File: config.mk
export PLATFORM = sky130hd
export DESIGN_NAME = cmd_pkt_rx
export DESIGN_NICKNAME = d
export VERILOG_FILES = /design/src/rtl/cmd_pkt_rx.sv
export SDC_FILE = /design/constraint.sdc
export NUM_CORES = 1
export LEC_CHECK = 0
export BUFFER_PORTS_ARGS = -buffer_cell sky130_fd_sc_hd__clkbuf_2
export CORE_ASPECT_RATIO = 1.75
export CORE_UTILIZATION = 40
export CTS_CLUSTER_SIZE = 20
export DETAILED_ROUTE_END_ITERATION = 16
export SETUP_SLACK_MARGIN = 0.5
export SYNTH_ARGS = -nofsm -noshare
export SYNTH_HDL_FRONTEND = slang
export SYNTH_SLANG_ARGS = --single-unit
File: constraint.sdc
create_clock -name clk -period 3.25 [get_ports clk]
set_input_delay 0.325 -clock clk [delete_from_list [all_inputs] [get_ports clk]]
set_output_delay 0.325 -clock clk [all_outputs]
set_load 0.02 [all_outputs]
File: src/rtl/cmd_pkt_rx.sv
module cmd_pkt_rx #(
  parameter logic [7:0] SOF       = 8'h01,
  parameter logic [7:0] EOF       = 8'h04,
  parameter int         MIN_COUNT = 3,
  parameter int         ADDR_W    = 8
) (
  input  logic              clk,
  input  logic              rst,
  input  logic              rx_valid,
  input  logic [7:0]        rx_data,
  output logic              wr_en,
  output logic [ADDR_W-1:0] wr_addr,
  output logic [7:0]        wr_data,
  output logic [7:0]        pkt_code,
  output logic [ADDR_W-1:0] pkt_len,
  output logic              pkt_done,
  output logic              err
);

  localparam logic [7:0] MIN_CNT = 8'(MIN_COUNT);
  localparam int         MAX_PL  = 255 - MIN_COUNT;

  typedef enum logic [2:0] {S_IDLE, S_CNT, S_CODE, S_PL, S_SUM, S_END} st_t;

  st_t              st;
  logic             esc;
  logic [7:0]       remain;
  logic [7:0]       sum;
  logic [7:0]       code;
  logic [ADDR_W-1:0] addr;

  wire  is_sof  = (rx_data == SOF);
  wire  restart = esc && !is_sof;
  st_t  stage;

  assign stage = restart ? S_CNT : st;

  always_ff @(posedge clk) begin
    wr_en    <= 1'b0;
    pkt_done <= 1'b0;
    err      <= 1'b0;
    if (rst) begin
      st       <= S_IDLE;
      esc      <= 1'b0;
      remain   <= '0;
      sum      <= '0;
      code     <= '0;
      addr     <= '0;
      wr_addr  <= '0;
      wr_data  <= '0;
      pkt_code <= '0;
      pkt_len  <= '0;
    end else if (rx_valid) begin
      if (st == S_IDLE) begin
        if (is_sof) begin
          st   <= S_CNT;
          esc  <= 1'b0;
          addr <= '0;
        end
      end else if (is_sof && !esc) begin
        esc <= 1'b1;
      end else begin
        esc <= 1'b0;
        case (stage)
          S_CNT: begin
            addr <= '0;
            sum  <= rx_data;
            if (rx_data < MIN_CNT) begin
              err <= 1'b1;
              st  <= S_IDLE;
            end else begin
              remain <= rx_data - MIN_CNT;
              st     <= S_CODE;
            end
          end
          S_CODE: begin
            code <= rx_data;
            sum  <= sum + rx_data;
            st   <= (remain == 8'd0) ? S_SUM : S_PL;
          end
          S_PL: begin
            wr_en   <= 1'b1;
            wr_data <= rx_data;
            wr_addr <= addr;
            addr    <= addr + 1'b1;
            sum     <= sum + rx_data;
            remain  <= remain - 8'd1;
            if (remain == 8'd1) st <= S_SUM;
          end
          S_SUM: begin
            if (rx_data != sum) begin
              err <= 1'b1;
              st  <= S_IDLE;
            end else begin
              st <= S_END;
            end
          end
          S_END: begin
            st <= S_IDLE;
            if (rx_data == EOF) begin
              pkt_done <= 1'b1;
              pkt_code <= code;
              pkt_len  <= addr;
            end else begin
              err <= 1'b1;
            end
          end
          default: st <= S_IDLE;
        endcase
      end
    end
  end

  assert_reset_quiet_R1: assert property (@(posedge clk) disable iff (rst)
    $fell(rst) |-> (!pkt_done && !err && !wr_en));

  assert_done_len_R2: assert property (@(posedge clk) disable iff (rst)
    pkt_done |-> (int'(pkt_len) <= MAX_PL));

  assert_addr_range_R9: assert property (@(posedge clk) disable iff (rst)
    wr_en |-> (int'(wr_addr) < MAX_PL));

  assert_done_err_excl_R10: assert property (@(posedge clk) disable iff (rst)
    !(pkt_done && err));

  assert_done_pulse_R10: assert property (@(posedge clk) disable iff (rst)
    pkt_done |=> !pkt_done);

  assert_idle_quiet_R11: assert property (@(posedge clk) disable iff (rst)
    !rx_valid |=> (!wr_en && !pkt_done && !err));

endmodule

==> metrics.md <==
| Metric | Value |
|---|---|
| H-Tree Depth | `3` |
| Tot GR Track Use | `0.203` |
| Crit Path Class | `in -> reg` |
| Cell taking the most area after synthesis | `dfxtp_1` |
| Unique masters post-synth | `65` |
| Largest delay share family, worst path | `simple AND/OR/NAND/NOR gates` |
| Setup WS pre-CTS | `slightly below 600 ps` |
| Skew-Pair Late Insertion Delay | `330 ps` |
| CP Capture Type | `flop` |
| Unrepaired setup endpoints after global routing | `false` |
| F_max | `between 400 and 500 MHz` |
| Max FO, Critical Path | `13` |
| Cts hold-fix bufs | `0` |
| Max-cap violation count | `0` |
| RD Place Congestion | `slightly above 0.9` |
| Vias in the first global route | `roughly 3,200` |
| Max_slew headroom | `0.619` |
| Fin cells | `roughly 600` |
| Routed len/inst | `approximately 15 µm` |
| Most used DFF post-synth | `dfxtp_1` |
| Register-to-Register Path Depth | `6` |
| Post-synthesis sequential area ratio | `0.382` |
| Fraction of registers with async set/reset | `0` |
| Vias | `between 3,000 and 4,000` |
| Synth cell count leaders | `71 x dfxtp_1, 60 x nor2_1, 56 x nand2_1, 41 x a21oi_1, 25 x mux2i_1` |
| Fin. Hold Viols | `0` |
| Initial antenna violation count | `0` |
| Design Power | `1970 µW` |
| Area delta synth->final | `16.8%` |
| Syn Std Cell Area | `between 0.003 and 0.004 mm²` |
| Top-count cell post-synth | `dfxtp_1` |
| Cts repair resizes | `0` |
| Grt ovf | `0` |
| Maximum cell stage delay along the critical path | `around 570 ps` |
| Buf/Inv on CP | `2` |
| Cells along the critical path | `clkbuf_2, inv_1, ha_1, or3b_2, o21ai_4, and3_1, nand2_1, a21bo_2, a21oi_1` |
| Post-route setup TNS | `0 ps` |
| Cell area after layout | `~0.0043 mm²` |
| Synth top area share | `0.382` |
| Placed insts | `around 600` |
| Nets | `slightly above 500` |
| Antenna diode count | `0` |
| IO Pins | `46` |
| Switch Pwr | `just over 400 µW` |
| Core area | `0.00904 mm²` |
| Die area | `just under 0.01 mm²` |
| Final setup vio count | `0` |
| Clk pwr share | `0.515` |
| Detailed Place HPWL | `roughly 6.7 mm` |
| Chip Width | `~75 µm` |
| Crit-path slowest cell | `or3b_2` |
| Critical path depth | `9` |
| Syn_nets | `around 470` |
| Drt first pass iters | `4` |
| Critical Path Start Type | `input port` |
| Pwr dens | `between 400 and 500 mW/mm²` |
| Vias per Instance | `~5.4` |
| WP data required | `3500 ps` |
| Logic pwr share | `0.044` |
| Initial DRC Count | `around 170` |
| Post-CTS setup repair buffer count | `0` |
| Reg power frac | `0.442` |
| DRC Markers | `0` |
| Fillers | `approximately 940` |
| Clk sinks | `between 70 and 80` |
| Largest net degree at the start of global routing | `40` |
| Min cycle time layout | `around 2300 ps` |
| Port bufs | `45` |
| Reg2reg start | `st[1]$_SDFFE_PP0P_` |
| Clk_skew | `around 9.1 ps` |
| CTS tree | `done` |
| Top cells by area, synth | `dfxtp_1 38%, mux2i_1 6.7%, nor2_1 6.1%` |
| Pint | `1560 µW` |
| Status | `finished, final reports clean` |
| Reg clk slew, reported paths | `60 ps` |
| Hold Crit Depth | `3` |
| Initial Utilization | `0.411` |
| Max Slew Vio Count | `0` |
| Flops & latches, synth | `around 70` |
| Site row count | `46` |
| Drt total wl | `~9.2 mm` |
| Warnings, synthesis | `0` |
| Least-Margin Pin Slew | `around 560 ps` |
| CTS root buffer | `clkbuf_16` |
| CTS max path bufs | `2` |
| Vert. Die Dim | `about 130 µm` |
| Hold Path Origin | `rx_valid` |
| HP Class | `in -> reg` |
| VDD IR max | `0.000238 V` |
| CP arrival | `between 2000 and 3000 ps` |
| Fraction of layout cells with a size suffix above 1 | `0.186` |
| Syn Area/Cell | `approximately 8.3 µm²` |
| Tcrit/Tclk final | `0.713` |
| First-pass GRT wire length | `roughly 15 mm` |
| Sw Share | `0.211` |
| Dpl cell area | `0.00402 mm²` |
| Post-route ant nets | `0` |
| Cts bufs inserted | `9` |
| EDFF count, synth | `0` |
| Post-Syn Instances | `446` |
| Final WS setup | `934 ps` |
| Worst Setup SP | `rx_data[1]` |
| Leak | `roughly 0.0019 µW` |
worst paths after layout:
check        slack [ps]                      end
min                 360         esc$_SDFFE_PP0P_
max reg2reg         960      sum[7]$_SDFFE_PP0P_
min reg2reg         450  wr_addr[1]$_SDFFE_PP0P_
max                 930       st[1]$_SDFFE_PP0P_
cell type report:
class / instances / area, µm² / share of cell area
flip-flops and latches: 71 / 1420 / 0.327
inverters: 9 / 33.8 / 0.00778
multi-input cells: 332 / 2080 / 0.479
well taps: 120 / 150 / 0.0346
clock buffers: 12 / 267 / 0.0614
clock inverters: 4 / 52.6 / 0.0121
repair buffers: 60 / 338 / 0.0778
worst min-delay path, stage by stage:
cell      delay [ps]
clkbuf_2         130
a32oi_1          100
nor2_1            80
sequential cells by signal (all words and copies together), names as in the netlist:
register / cells
st: 3
remain: 8
wr_addr: 8
esc: 1
pkt_len: 8
wr_en: 1
pkt_done: 1
wr_data: 8
err: 1
sum: 8
code: 8
pkt_code: 8
addr: 8
through the flow:
step	util	hold WS, ps
global route	0.480	370
finish	0.480	362
CTS	0.480	355
detailed placement	0.445	447
floorplan	-	449
global placement	0.445	441
cells in the final DEF (no fill, tap or decap), types with 4 or more instances in the layout:
cell type / Yosys / final
dfxtp_1: 71 / 71
nor2_1: 60 / 60
nand2_1: 56 / 56
clkbuf_2: 1 / 45
a21oi_1: 41 / 41
mux2i_1: 25 / 25
buf_4: 2 / 15
o21ai_0: 14 / 14
ha_1: 14 / 14
nor3_1: 13 / 13
inv_1: 9 / 9
clkbuf_16: 0 / 9
nand3_1: 7 / 7
a311oi_1: 7 / 7
or3_1: 6 / 6
nand2b_1: 6 / 6
a211oi_1: 6 / 6
xor2_1: 5 / 5
o211ai_1: 4 / 4
xnor2_1: 4 / 4
and3_1: 4 / 4
power groups by stage:
stage                     registers, µW  logic [µW]  clock network [µW]
after floorplan                     890        52.6                   0
after global placement              890        86.1                   0
after detailed placement            890        86.9                   0
after CTS                           871        87.2                1040
after global routing                870        94.4                1080
final                               871        86.6                1010
per-layer routing:
layer / GRT usage / share of wire / up-vias
li1: - / - / 1642
met1: 0.223 / 0.41 / 1548
met2: 0.362 / 0.53 / 73
met3: 0.0311 / 0.023 / 21
met4: 0.112 / 0.038 / 0
met5: 0 / 0 / -
cells by family after synthesis:
kind of cell,synth area share
AND/OR/NAND/NOR,0.215
multiplexers,0.0703
AO/OA/AOI/OAI,0.200
flip-flops,0.382
adder cells (fa/ha/maj),0.0525
buffers and inverters,0.0586
XOR/XNOR,0.0212
Note: power is estimated with default switching activity, not from simulation.
